[config.mk]
export PLATFORM = sky130hd
export DESIGN_NAME = dbuf_input_port
export DESIGN_NICKNAME = d
export VERILOG_FILES = /design/src/rtl/dbip_pkg.sv /design/src/rtl/dbip_sync.sv /design/src/rtl/dbip_buffer.sv /design/src/rtl/dbip_hs_ctrl.sv /design/src/rtl/dbuf_input_port.sv
export SDC_FILE = /design/constraint.sdc
export NUM_CORES = 1
export LEC_CHECK = 0
export ABC_CLOCK_PERIOD_IN_PS = 3300
export BUFFER_PORTS_ARGS = -buffer_cell sky130_fd_sc_hd__buf_2
export CAP_MARGIN = 20
export CORE_AREA = 3 3 75 77
export CTS_CLUSTER_SIZE = 30
export DETAILED_ROUTE_END_ITERATION = 10
export DIE_AREA = 0 0 78 80
export GPL_TIMING_DRIVEN = 1
export PLACE_DENSITY_LB_ADDON = 0.15
export SETUP_SLACK_MARGIN = 0.4
export SYNTH_ARGS = -nofsm -noshare
export SYNTH_HDL_FRONTEND = slang
export SYNTH_HIERARCHICAL = 1
export SYNTH_SLANG_ARGS = --single-unit
[constraint.sdc]
create_clock -name clk -period 3.3 [get_ports clk]
set_input_delay 0.495 -clock clk [delete_from_list [all_inputs] [get_ports clk]]
set_output_delay 0.495 -clock clk [all_outputs]
set_load 0.02 [all_outputs]
[src/rtl/dbip_pkg.sv]
package dbip_pkg;

  typedef enum logic [1:0] {
    REG_CTRL = 2'd0,
    REG_STAT = 2'd1,
    REG_HI   = 2'd2,
    REG_LO   = 2'd3
  } reg_addr_e;

  typedef enum logic [1:0] {
    HSM_STATUS,
    HSM_LOW,
    HSM_HIGH,
    HSM_LOCK
  } hs_mode_e;

  function automatic hs_mode_e decode_hs(input logic [2:0] f);
    if (!f[2])     return HSM_STATUS;
    else if (f[1]) return HSM_LOCK;
    else if (f[0]) return HSM_HIGH;
    else           return HSM_LOW;
  endfunction

endpackage

[src/rtl/dbip_sync.sv]
module dbip_sync #(
  parameter int STAGES = 2
) (
  input  logic clk,
  input  logic rst_n,
  input  logic din,
  output logic lvl,
  output logic lvl_d
);
  logic [STAGES:0] chain_q;
  logic [STAGES:0] chain_d;

  assign chain_d = {chain_q[STAGES-1:0], din};

  always_ff @(posedge clk or negedge rst_n) begin
    if (!rst_n) chain_q <= '0;
    else        chain_q <= chain_d;
  end

  assign lvl   = chain_q[STAGES-1];
  assign lvl_d = chain_q[STAGES];
endmodule

[src/rtl/dbip_buffer.sv]
module dbip_buffer #(
  parameter int WIDTH = 16
) (
  input  logic             clk,
  input  logic             rst_n,
  input  logic             capture,
  input  logic             pop,
  input  logic [WIDTH-1:0] din,
  output logic [WIDTH-1:0] head,
  output logic [1:0]       fill,
  output logic [1:0]       fill_next
);
  logic [WIDTH-1:0] front_q, back_q;
  logic [WIDTH-1:0] front_d, back_d;
  logic             front_en, back_en;
  logic [1:0]       cnt_q, cnt_d;
  logic             take, drop;

  always_comb begin
    take     = capture && (cnt_q != 2'd2);
    drop     = pop && (cnt_q != 2'd0);
    cnt_d    = cnt_q;
    front_d  = front_q;
    back_d   = back_q;
    front_en = 1'b0;
    back_en  = 1'b0;
    if (take && drop) begin
      front_d  = din;
      front_en = 1'b1;
    end else if (drop) begin
      front_d  = back_q;
      front_en = 1'b1;
      cnt_d    = cnt_q - 2'd1;
    end else if (take) begin
      if (cnt_q == 2'd0) begin
        front_d  = din;
        front_en = 1'b1;
      end else begin
        back_d  = din;
        back_en = 1'b1;
      end
      cnt_d = cnt_q + 2'd1;
    end
  end

  always_ff @(posedge clk or negedge rst_n) begin
    if (!rst_n) begin
      cnt_q   <= '0;
      front_q <= '0;
      back_q  <= '0;
    end else begin
      cnt_q <= cnt_d;
      if (front_en) front_q <= front_d;
      if (back_en)  back_q  <= back_d;
    end
  end

  assign head      = front_q;
  assign fill      = cnt_q;
  assign fill_next = cnt_d;
endmodule

[src/rtl/dbip_hs_ctrl.sv]
module dbip_hs_ctrl
  import dbip_pkg::*;
(
  input  logic       clk,
  input  logic       rst_n,
  input  logic       port_en,
  input  logic [2:0] mode_f,
  input  logic       hs_rise,
  input  logic       strobe_lvl,
  input  logic [1:0] fill_next,
  input  logic       clr_flag,
  output logic       hs_out,
  output logic       hs_flag
);
  hs_mode_e kind;
  logic     out_d, out_q;
  logic     flag_d, flag_q;

  always_comb begin
    kind  = decode_hs(mode_f);
    out_d = port_en && ((kind == HSM_HIGH) ||
            ((kind == HSM_LOCK) && (fill_next != 2'd2) && !strobe_lvl));
    if (!port_en || kind != HSM_STATUS) flag_d = 1'b0;
    else if (hs_rise)                    flag_d = 1'b1;
    else if (clr_flag)                   flag_d = 1'b0;
    else                                 flag_d = flag_q;
  end

  always_ff @(posedge clk or negedge rst_n) begin
    if (!rst_n) begin
      out_q  <= 1'b0;
      flag_q <= 1'b0;
    end else begin
      out_q  <= out_d;
      flag_q <= flag_d;
    end
  end

  assign hs_out  = out_q;
  assign hs_flag = flag_q;
endmodule

[src/rtl/dbuf_input_port.sv]
module dbuf_input_port
  import dbip_pkg::*;
#(
  parameter int BYTE_W      = 8,
  parameter int SYNC_STAGES = 2
) (
  input  logic                clk,
  input  logic                rst_n,
  input  logic                port_en,
  input  logic                svc_use_dma,
  input  logic                strobe_in,
  input  logic                hs_in,
  input  logic [2*BYTE_W-1:0] pin_data,
  input  logic                bus_sel,
  input  logic                bus_wr,
  input  logic                bus_rd,
  input  logic [1:0]          bus_addr,
  input  logic [BYTE_W-1:0]   bus_wdata,
  output logic [BYTE_W-1:0]   bus_rdata,
  output logic                hs_out,
  output logic                irq,
  output logic                dma_req
);
  localparam int WIDTH = 2 * BYTE_W;

  logic              stb_lvl, stb_lvl_d, hs_lvl, hs_lvl_d;
  logic              stb_rise, hs_rise;
  logic              capture, pop, ctrl_we, clr_flag;
  logic [BYTE_W-1:0] ctrl_q, ctrl_d;
  logic [WIDTH-1:0]  head;
  logic [1:0]        fill, fill_next;
  logic              h3s, h4s, svc_pend;

  dbip_sync #(.STAGES(SYNC_STAGES)) u_sync_stb (
    .clk(clk), .rst_n(rst_n), .din(strobe_in), .lvl(stb_lvl), .lvl_d(stb_lvl_d));
  dbip_sync #(.STAGES(SYNC_STAGES)) u_sync_hs (
    .clk(clk), .rst_n(rst_n), .din(hs_in), .lvl(hs_lvl), .lvl_d(hs_lvl_d));

  assign stb_rise = stb_lvl & ~stb_lvl_d;
  assign hs_rise  = hs_lvl & ~hs_lvl_d;
  assign capture  = stb_rise & port_en;
  assign pop      = bus_sel & bus_rd & (bus_addr == REG_LO);
  assign ctrl_we  = bus_sel & bus_wr & (bus_addr == REG_CTRL);
  assign clr_flag = bus_sel & bus_wr & (bus_addr == REG_STAT) & bus_wdata[1];
  assign ctrl_d   = ctrl_we ? bus_wdata : ctrl_q;

  always_ff @(posedge clk or negedge rst_n) begin
    if (!rst_n) ctrl_q <= '0;
    else        ctrl_q <= ctrl_d;
  end

  dbip_buffer #(.WIDTH(WIDTH)) u_buf (
    .clk(clk), .rst_n(rst_n), .capture(capture), .pop(pop), .din(pin_data),
    .head(head), .fill(fill), .fill_next(fill_next));

  dbip_hs_ctrl u_hs (
    .clk(clk), .rst_n(rst_n), .port_en(port_en), .mode_f(ctrl_q[5:3]),
    .hs_rise(hs_rise), .strobe_lvl(stb_lvl), .fill_next(fill_next),
    .clr_flag(clr_flag), .hs_out(hs_out), .hs_flag(h4s));

  assign h3s      = ctrl_q[0] ? (fill == 2'd2) : (fill != 2'd0);
  assign svc_pend = h3s & ctrl_q[1];
  assign dma_req  = svc_pend & svc_use_dma;
  assign irq      = (svc_pend & ~svc_use_dma) | (h4s & ctrl_q[2]);

  always_comb begin
    bus_rdata = '0;
    if (bus_sel && bus_rd) begin
      case (reg_addr_e'(bus_addr))
        REG_CTRL: bus_rdata = ctrl_q;
        REG_STAT: bus_rdata = {{(BYTE_W-2){1'b0}}, h4s, h3s};
        REG_HI:   bus_rdata = head[WIDTH-1:BYTE_W];
        default:  bus_rdata = head[BYTE_W-1:0];
      endcase
    end
  end
endmodule

# Word-level counts from Yosys, hierarchy flattened
# Cells that the tools add are included.
[word_totals]
regBits = 50
latch_bits = 0
ramBits = 0
romBits = 0
input_bits = 35
output_inout_bits = 11
word_cells = 82
memories = 0
[classes]
add_sub_neg = 2
mul = 0
div_mod_pow = 0
n_lt_le_gt_ge = 0
eq_ne = 8
n_shift = 0
n_mux = 24
bitwise_logic = 20
n_reduce_logical = 20
[op_table]
columns = ["operator", "count"]
rows = [
  ["two-way mux 16 bit", 4],
  ["one-hot mux 8 bit (3 select lines)", 1],
  ["bitwise AND 1 bit", 13],
  ["two-way mux 1 bit", 12],
  ["two-way mux 2 bit", 6],
  ["equality test 2 bit (second input constant)", 5],
  ["nonzero test 3 bit", 3],
  ["two-way mux 8 bit", 1],
  ["logical AND 1 bit", 7],
  ["NOT 1 bit", 6],
  ["AND reduction 5 bit", 1],
  ["logical NOT 2 bit", 2],
  ["inequality test 2 bit (second input constant)", 2],
  ["nonzero test 2 bit", 2],
  ["AND reduction 3 bit", 1],
  ["adder 2 x 1 -> 2 bit (second input constant)", 1],
  ["equality test 2 x 1 -> 1 bit (second input constant)", 1],
  ["logical NOT 1 bit", 2],
  ["logical OR 1 bit", 2],
  ["subtractor 2 x 1 -> 2 bit (second input constant)", 1],
  ["bitwise OR 1 bit", 1],
]

# Depth between registers and ports, before layout
# Gate-level depths: netlist of run 1.
[logic_depth]
depth_word = 12
ltp_mapped = 11
mapped_depth_nobuf = 8

# Cells and area by module
# The synthesis of run 1 kept the hierarchy.
[modules_own_cells]
columns = ["module", "instances", "cells_each", "area_each_um2", "seq_area_each_um2"]
rows = [
  ["dbip_buffer", 1, 166, 1845.5, 850.8],
  ["dbuf_input_port", 1, 61, 605.6, 200.2],
  ["dbip_sync", 2, 3, 75.1, 75.1],
  ["dbip_hs_ctrl", 1, 10, 108.9, 50.0],
]

# Worst setup path after synthesis of run 1
# Ideal clock, no wire load.
[synth_path]
kind = "input to register"
start = "input port bus_addr[0]"
end = "register u_hs.out_q (netlist: u_hs/hs_out)"
setup_ps = 120
arrival_ps = 2058
required_time_ps = 3180
path_slack_ps = 1122
cell_stages = 11
n_path_buf = 3
cell_sequence = "buf_6 -> buf_8 -> nand2_1 -> nor2_1 -> buf_2 -> nor2b_1 -> maj3_1 -> o22ai_1 -> nor2b_4 -> o22ai_2 -> and3_1"
[synth_via]
elab_chain_cells = 10
word_cells_on_any_way = 11
classes_between = "2 x eq/ne; 2 x mux; 1 x bitwise; 6 x reduce/logical"
[synth_lines]
columns = ["element", "line_no", "source"]
rows = [
  ["start: declaration", "dbuf_input_port.sv:17", "input logic [1:0] bus_addr,"],
  ["equality test 2 bit *", "dbuf_input_port.sv:42", "assign pop = bus_sel & bus_rd & (bus_addr == REG_LO);"],
  ["bitwise AND 1 bit *", "dbuf_input_port.sv:42", ""],
  ["via pop", "dbuf_input_port.sv:28", "logic capture, pop, ctrl_we, clr_flag;"],
  ["logical AND 1 bit *", "dbip_buffer.sv:21", "drop = pop && (cnt_q != 2'd0);"],
  ["two-way mux 2 bit / logical AND 1 bit (equally long branches)", "dbip_buffer.sv:30, dbip_buffer.sv:27", ""],
  ["two-way mux 2 bit *", "dbip_buffer.sv:27", "if (take && drop) begin"],
  ["via fill_next[1]", "dbuf_input_port.sv:31", "logic [1:0] fill, fill_next;"],
  ["inequality test 2 bit *", "dbip_hs_ctrl.sv:22", "((kind == HSM_LOCK) && (fill_next != 2'd2) && !strobe_lvl));"],
  ["logical AND 1 bit * (2 in a row)", "dbip_hs_ctrl.sv:22", ""],
  ["logical OR 1 bit *", "dbip_hs_ctrl.sv:21", "out_d = port_en && ((kind == HSM_HIGH) ||"],
  ["logical AND 1 bit *", "dbip_hs_ctrl.sv:21", ""],
  ["via u_hs.out_d", "dbip_hs_ctrl.sv:16", "logic out_d, out_q;"],
  ["end signal: assignment", "dbip_hs_ctrl.sv:34", "out_q <= out_d;"],
  ["end: declaration", "dbip_hs_ctrl.sv:16", ""],
]
# The timed path passes the listed nets; every way through them passes the cells marked *.
# A chain may end at the register's enable or synchronous reset.

# Worst setup path in the final report of run 1
[layout_path]
start = "register u_buf.cnt_q[0] (netlist: u_buf/fill[0])"
end = "register u_buf.back_q[0]"
[layout_via]
elab_chain_cells = 6
word_cells_on_any_way = 14
classes_between = "1 x eq/ne; 4 x mux; 3 x bitwise; 6 x reduce/logical"
[layout_lines]
columns = ["element", "line_no", "source"]
rows = [
  ["start: declaration", "dbip_buffer.sv:16", "logic [1:0] cnt_q, cnt_d;"],
  ["start signal: assignment", "dbip_buffer.sv:52", "cnt_q <= cnt_d;"],
  ["logical NOT 2 bit / inequality test 2 bit (equally long branches)", "dbip_buffer.sv:35, dbip_buffer.sv:20", ""],
  ["two-way mux 1 bit / logical AND 1 bit (equally long branches)", "dbip_buffer.sv:35, dbip_buffer.sv:20", ""],
  ["two-way mux 1 bit", "dbip_buffer.sv:34", "end else if (take) begin"],
  ["two-way mux 1 bit", "dbip_buffer.sv:30", "end else if (drop) begin"],
  ["two-way mux 1 bit", "dbip_buffer.sv:27", ""],
  ["AND reduction 5 bit (no source line) *", "n/a", ""],
  ["end signal: assignment", "dbip_buffer.sv:54", "if (back_en) back_q <= back_d;"],
  ["end: declaration", "dbip_buffer.sv:13", "logic [WIDTH-1:0] front_q, back_q;"],
]
# Every way passes the cells marked *; elsewhere a longest branch is shown, timed or not.

==> run metrics, run 1 <==
# Post-CTS Setup Buffers 0; dominant cell type by area after synthesis sky130_fd_sc_hd__dfrtp_1; number of top-level pins 46; clock-pin slew of the registers on the worst-case setup and hold paths roughly 90 ps; synthesis-stage register bit count 50; number of clock sinks 50; maximum ir drop on the vdd rail between 0.3 and 0.4 mV; net count after synthesis 280; Setup Viol. Count Final 0; Crit Path Category reg2reg; sequential cell area fraction in the yosys report 0.462; fill cell total of the finished layout about 460; cell count after synthesis 243; Root Buffer sky130_fd_sc_hd__clkbuf_8; Post-Place Cells approximately 350; weighted congestion at the end of routability-driven global placement 0.803; yosys warns 6; Final period util 0.690; count of maximum capacitance violations 0; Total Routing Usage GR 0.202; wire length per cell between 15 and 20 um; via count of the routed design just under 2000; core region area between 5000 and 6000 sq um; number of H-tree branching levels 2; detailed-routing iteration count for the pre-antenna-repair pass 4; cts-stage hold buffer count 0; Total Power Consumption 2.37 mW; quantity of gates resized following cts 0; Setup crit end kind flip-flop; register-to-register setup slack slightly above 1000 ps; share of post-route cells with drive strength above 1 0.375; via density per instance 5.55; average instance area after synthesis 11.2 sq um; Die X slightly below 80 um; Tmin final roughly 2300 ps; Site Rows 26; total negative slack 0 ps; total wirelength of the detailed-routed design between 5000 and 6000 um; DRC viols 0; crit path launch type flip-flop; biggest fanout along the worst timing path 36; Final ANT Viol Nets 0; TritonCTS buffer count 5; proportion of netlist area held by the largest area contributor 0.462; Slew Viols, Final 0; final number of hold-violating endpoints 0; unrepaired setup endpoints after global routing false; depth of the worst register-to-register path 6; diode insertion count for antenna repair 0; Fmax achieved 439 MHz; CP Capture Point u_buf/back_q[0]; clock network latency to the later pin of the worst-skew pair 310 ps; TritonCTS clock tree built; most used standard cells in the synthesized netlist sky130_fd_sc_hd__dfrtp_1 (50), sky130_fd_sc_hd__nor2_1 (26), sky130_fd_sc_hd__inv_1 (20), sky130_fd_sc_hd__mux2_2 (20); post-route insts no fill about 360; Netlist Area Pre-Place between 2000 and 3000 sq um; required time of the critical path around 3500 ps; FF-to-FF End u_buf/back_q[0]; Layout Area Growth over Synthesis 12.9%; areal power density over the cells ~770 nW/um^2; number of antenna violations at the first check in global routing 0; async set or reset register ratio after synthesis 1.00; leakage power summed over all cells 1.39 nW; Die ar. about 6200 sq um; library cells used by synthesis 37; Remaining Overflow, GRT 0; Rel. slew slack 0.466; Post-synth top flop sky130_fd_sc_hd__dfrtp_1; final critical-path setup slack 1020 ps; initial cell density of the core 0.534; outcome finished clean; vertical die dimension 80 um; largest buffer count on any clock path 2; start point of the critical path u_buf/fill[0]; top post-synthesis cells by area sky130_fd_sc_hd__dfrtp_1 (46%), sky130_fd_sc_hd__mux2_2 (8.3%), sky130_fd_sc_hd__mux2_4 (5.5%), sky130_fd_sc_hd__o221a_2 (5.4%), sky130_fd_sc_hd__nand3b_1 (3.6%); data arrival at the endpoint of the critical path around 2500 ps; first-pass GRT wire length 9660 um; Least-Margin Pin Slew roughly 800 ps; worst reg2reg startpoint u_buf/fill[0]; largest net degree at the start of global routing 40; count of input and output buffers between 40 and 50; Detailed Place HPWL 4040 um; number of nets in the finished design between 300 and 400; most common cell in the netlist sky130_fd_sc_hd__dfrtp_1; initial drt markers ~160; pre-CTS setup slack 824 ps; count of flip-flops with a built-in enable after synthesis 0; Hold Crit Class in2async; via count of the first global-routing pass approximately 1900; Worst Skew roughly 9.9 ps; Hold Slack ~270 ps
-- cells in the final DEF, fill, tap and decap left out, types with 2 or more instances in the layout --
| master | Yosys | layout |
|---|---|---|
| sky130_fd_sc_hd__dfrtp_1 | 50 | 50 |
| sky130_fd_sc_hd__buf_2 | 9 | 45 |
| sky130_fd_sc_hd__nor2_1 | 26 | 25 |
| sky130_fd_sc_hd__mux2_2 | 20 | 20 |
| sky130_fd_sc_hd__inv_1 | 20 | 20 |
| sky130_fd_sc_hd__a31oi_1 | 13 | 13 |
| sky130_fd_sc_hd__nand3b_1 | 13 | 13 |
| sky130_fd_sc_hd__o221a_2 | 13 | 13 |
| sky130_fd_sc_hd__mux2_4 | 10 | 10 |
| sky130_fd_sc_hd__nand2_1 | 7 | 7 |
| sky130_fd_sc_hd__a22oi_1 | 6 | 6 |
| sky130_fd_sc_hd__nor2b_1 | 6 | 6 |
| sky130_fd_sc_hd__buf_4 | 0 | 6 |
| sky130_fd_sc_hd__clkbuf_8 | 0 | 5 |
| sky130_fd_sc_hd__a221oi_1 | 4 | 4 |
| sky130_fd_sc_hd__nor3_1 | 4 | 4 |
| sky130_fd_sc_hd__nor3b_1 | 4 | 4 |
| sky130_fd_sc_hd__a21oi_1 | 3 | 3 |
| sky130_fd_sc_hd__o21ai_0 | 3 | 3 |
| sky130_fd_sc_hd__a21o_1 | 3 | 3 |
| sky130_fd_sc_hd__a21boi_0 | 3 | 3 |
| sky130_fd_sc_hd__o211ai_1 | 2 | 2 |
| sky130_fd_sc_hd__nor3_4 | 2 | 2 |
| sky130_fd_sc_hd__clkbuf_1 | 4 | 2 |
| sky130_fd_sc_hd__xnor2_1 | 2 | 2 |
| sky130_fd_sc_hd__ha_1 | 2 | 2 |
-- state kept, by name (all words and copies together), names as in the netlist --
register / cells
ctrl_q: 8
u_buf/back_q: 16
u_buf/fill: 2
u_buf/head: 16
u_hs/hs_flag: 1
u_hs/hs_out: 1
u_sync_hs/chain_q: 3
u_sync_stb/chain_q: 3
-- worst min path at each step --
stage          cells after the start                    end  slack, ps             startpoint
2_1_floorplan                      0              ctrl_q[0]        200                  rst_n
3_3_place_gp                       0   u_sync_hs/chain_q[1]        330   u_sync_hs/chain_q[0]
3_5_place_dp                       0  u_sync_stb/chain_q[1]        340  u_sync_stb/chain_q[0]
4_1_cts                            1  u_sync_stb/chain_q[0]        290              strobe_in
5_1_grt                            1  u_sync_stb/chain_q[0]        270              strobe_in
6_report                           1          u_buf/head[2]        270                  rst_n
-- per-stage QoR --
step / area [sq um] / util
final: 3060 / 0.603
after global placement: 2950 / 0.582
after CTS: 3060 / 0.603
after global routing: 3060 / 0.603
after detailed placement: 2950 / 0.582
after floorplan: 2710 / -
-- where the power goes --
group          total [mW]  switching [mW]  leakage [nW]  internal [mW]
Sequential           1.00           0.165         0.577          0.840
Clock               0.431           0.204        0.0524          0.227
Combinational       0.932           0.418         0.757          0.514
Total                2.37           0.787          1.39           1.58
-- layout make-up --
cell class,count,area [sq um],area share
Multi-Input combinational cell,156,1270,0.415
Clock buffer,7,76.3,0.0249
Sequential cell,50,1250,0.409
Tap cell,70,87.6,0.0286
Timing Repair Buffer,51,270,0.0883
Inverter,20,75.1,0.0245
Clock inverter,1,30.0,0.00982
-- cells by family after synthesis --
group / share of synthesized area
adder cells (fa/ha/maj): 0.0129
flip-flops: 0.462
AND/OR/NAND/NOR: 0.144
buffers and inverters: 0.0711
multiplexers: 0.151
AO/OA/AOI/OAI: 0.154
XOR/XNOR: 0.00646
-- worst max-delay path, cell delays in order, from the launching register on --
cell,delay [ps]
sky130_fd_sc_hd__dfrtp_1,440
sky130_fd_sc_hd__inv_1,100
sky130_fd_sc_hd__ha_1,250
sky130_fd_sc_hd__nand2b_4,340
sky130_fd_sc_hd__nor3_4,360
sky130_fd_sc_hd__buf_4,310
sky130_fd_sc_hd__mux2_2,360
-- per-layer routing --
metal  share of wire  track usage  vias up
met1            0.48        0.290      965
li1                -            -      951
met5               0            0        -
met2            0.47        0.301       46
met4           0.015       0.0594        0
met3           0.040       0.0530        8
Note: power is estimated with default switching activity, not from simulation.
==> inputs of run 2 (changes only) <==
--- a/config.mk
+++ b/config.mk
@@ -5,13 +5,14 @@
 export SDC_FILE = /design/constraint.sdc
 export NUM_CORES = 1
 export LEC_CHECK = 0
-export ABC_CLOCK_PERIOD_IN_PS = 3300
+export ABC_AREA = 1
+export ABC_CLOCK_PERIOD_IN_PS = 1900
 export BUFFER_PORTS_ARGS = -buffer_cell sky130_fd_sc_hd__buf_2
 export CAP_MARGIN = 20
-export CORE_AREA = 3 3 75 77
+export CORE_AREA = 3 3 77 79
 export CTS_CLUSTER_SIZE = 30
 export DETAILED_ROUTE_END_ITERATION = 10
-export DIE_AREA = 0 0 78 80
+export DIE_AREA = 0 0 80 82
 export GPL_TIMING_DRIVEN = 1
 export PLACE_DENSITY_LB_ADDON = 0.15
 export SETUP_SLACK_MARGIN = 0.4
==> constraint.sdc (replaced) <==
create_clock -name clk -period 1.9 [get_ports clk]
set_input_delay 0.285 -clock clk [delete_from_list [all_inputs] [get_ports clk]]
set_output_delay 0.285 -clock clk [all_outputs]
set_load 0.02 [all_outputs]
==> run metrics, run 2 <==
weighted congestion at the end of routability-driven global placement 0.837; yosys warns 6; most common cell after layout, fill and taps aside sky130_fd_sc_hd__nand2_1; start point of the critical path u_buf/fill[0]; proportion of netlist area held by the largest area contributor 0.474; most common cell in the netlist sky130_fd_sc_hd__nand2_1; cts-stage hold buffer count 0; largest net degree at the start of global routing between 50 and 60; depth of the worst register-to-register path 12; Die X approximately 80 um; vertical die dimension around 82 um; via density per instance between 4 and 5; data arrival at the endpoint of the critical path approximately 1300 ps; count of flip-flops with a built-in enable after synthesis 0; async set or reset register ratio after synthesis 1.00; number of top-level pins 46; Tmin final approximately 1600 ps; worst reg2reg startpoint u_buf/fill[0]; Die ar. between 6000 and 7000 sq um; dominant cell type by area after synthesis sky130_fd_sc_hd__dfrtp_1; most used standard cells in the synthesized netlist sky130_fd_sc_hd__nand2_1 (144), sky130_fd_sc_hd__inv_1 (65), sky130_fd_sc_hd__dfrtp_1 (50); net count after synthesis between 300 and 400; Least-Margin Pin Slew 632 ps; leakage power summed over all cells between 1.5 and 2 nW; crit path launch type flip-flop; number of nets in the finished design between 400 and 500; number of antenna violations at the first check in global routing 0; biggest fanout along the worst timing path 4; count of maximum capacitance violations 0; multiplexer share of the synthesized area 0; Total Routing Usage GR 0.185; final number of hold-violating endpoints 0; Final period util 0.829; clock-pin slew of the registers on the worst-case setup and hold paths about 90 ps; largest buffer count on any clock path 2; cell count after synthesis 347; detailed-routing iteration count for the pre-antenna-repair pass 4; first-pass GRT wire length 9470 um; Final ANT Viol Nets 0; Crit Path Category reg2out; Remaining Overflow, GRT 0; total wirelength of the detailed-routed design 5720 um; synthesis-stage register bit count 50; Rel. slew slack 0.578; Worst Skew just under 3 ps; sequential cell area fraction in the yosys report 0.474; library cells used by synthesis 21; outcome finished clean; Netlist Area Pre-Place approximately 2600 sq um; Adder-Cell Fraction of Synth Area 0.00948; Post-synth top flop sky130_fd_sc_hd__dfrtp_1; diode insertion count for antenna repair 0; TritonCTS clock tree built; Site Rows 27; Detailed Place HPWL ~4000 um; average instance area after synthesis between 7 and 8 sq um; Hold Crit Class in2async; unrepaired setup endpoints after global routing true; Synth Area in Compound Gates 0.0910; via count of the first global-routing pass ~2100; core region area approximately 5400 sq um; DRC viols 0; initial drt markers 150; Setup Viol. Count Final 0; wire length per cell between 10 and 15 um; Setup crit end kind output pin; clock network latency to the later pin of the worst-skew pair roughly 300 ps; Layout Area Growth over Synthesis 19.9%; via count of the routed design 2219; TritonCTS buffer count 5; total negative slack 0 ps; XOR/XNOR share of the synthesized area 0; areal power density over the cells 1080 nW/um^2; number of clock sinks 50; initial cell density of the core 0.488; highest-count cells in the layout ignoring fill and taps sky130_fd_sc_hd__nand2_1 (141), sky130_fd_sc_hd__inv_1 (61), sky130_fd_sc_hd__dfrtp_1 (50); CP max stage cell sky130_fd_sc_hd__dfrtp_1; share of post-route cells with drive strength above 1 0.264; top post-synthesis cells by area sky130_fd_sc_hd__dfrtp_1 (47%), sky130_fd_sc_hd__nand2_1 (20%), sky130_fd_sc_hd__inv_1 (9.2%), sky130_fd_sc_hd__o21ai_2 (8.0%), sky130_fd_sc_hd__nand3_1 (4.7%); Root Buffer sky130_fd_sc_hd__clkbuf_8; count of input and output buffers 45; largest incremental delay on the critical path roughly 440 ps; required time of the critical path ~1600 ps; maximum ir drop on the vdd rail 0.661 mV; number of H-tree branching levels 2; Fmax achieved ~640 MHz; largest family of logic cells by synthesized area simple AND/OR/NAND/NOR gates; Slew Viols, Final 0; Hold Slack approximately 75 ps; cells along the critical path nand2_1, o21ai_2, nor3_1, buf_2; post-synthesis simple-gate area fraction 0.298
-- run 2: worst paths after layout --
| check | to | slack [ps] |
|---|---|---|
| setup / recovery | dma_req | 330 |
| hold / removal | ctrl_q[4] | 80 |
| setup reg to reg | u_hs/hs_out | 350 |
| hold reg to reg | u_sync_hs/chain_q[1] | 360 |
| max in group asynchronous | u_hs/hs_flag | 1400 |
| min in group clk | u_sync_stb/chain_q[0] | 90 |
-- run 2: kinds of logic (layout without fill, tap and decap cells) --
logic type	Yosys count	after routing
AOI/OAI and AO/OA	30	30
adders and majority gates	2	2
buffers and inverters	76	130
DFF	50	50
and+or+nand+nor	189	189
-- run 2: area by class of cell --
cell class / instances / area, sq um
repair buffers: 56 / 395
fillers: 513 / 2240
clock inverters: 1 / 7.51
flip-flops and latches: 50 / 1250
multi-input cells: 221 / 1090
clock buffers: 6 / 72.6
well taps: 72 / 90.1
inverters: 67 / 254
-- run 2: routing by layer --
| metal | part of all wire | wire (um) | track usage | vias up |
|---|---|---|---|---|
| met5 | 0 | 0 | 0 | - |
| met4 | 0.014 | 82 | 0.0507 | 0 |
| met2 | 0.49 | 2790 | 0.296 | 24 |
| li1 | - | - | - | 1147 |
| met3 | 0.026 | 147 | 0.0340 | 9 |
| met1 | 0.47 | 2700 | 0.257 | 1039 |
-- run 2: report_power, final --
part           internal (mW)  switching [mW]
Sequential              1.44           0.244
Clock                  0.254           0.351
Combinational          0.491           0.633
Total                   2.18            1.23
-- run 2: timing repair --
action	CTS	global route
endpoints found under the setup margin	20	43
buffers inserted	2	3
gates cloned	1	1
hold endpoints to repair	0	0
resized for setup	10	18
pin swaps	3	5
-- run 2: stage by stage --
stage	setup WS, ps	power (mW)	utilization	cells	area, sq um
2_1_floorplan	425	2.44	-	347	2640
3_3_place_gp	354	2.69	0.539	459	2910
3_5_place_dp	301	2.72	0.539	459	2910
4_1_cts	316	3.36	0.568	469	3070
5_1_grt	208	3.70	0.586	473	3170
6_report	326	3.41	0.586	473	3170
-- run 2: critical path, delay by kind of cell, from the launching register on --
kind / cells / cell delay, ps
AOI/OAI and AO/OA: 1 / 80
buffers and inverters: 1 / 200
DFF: 1 / 440
and+or+nand+nor: 2 / 270
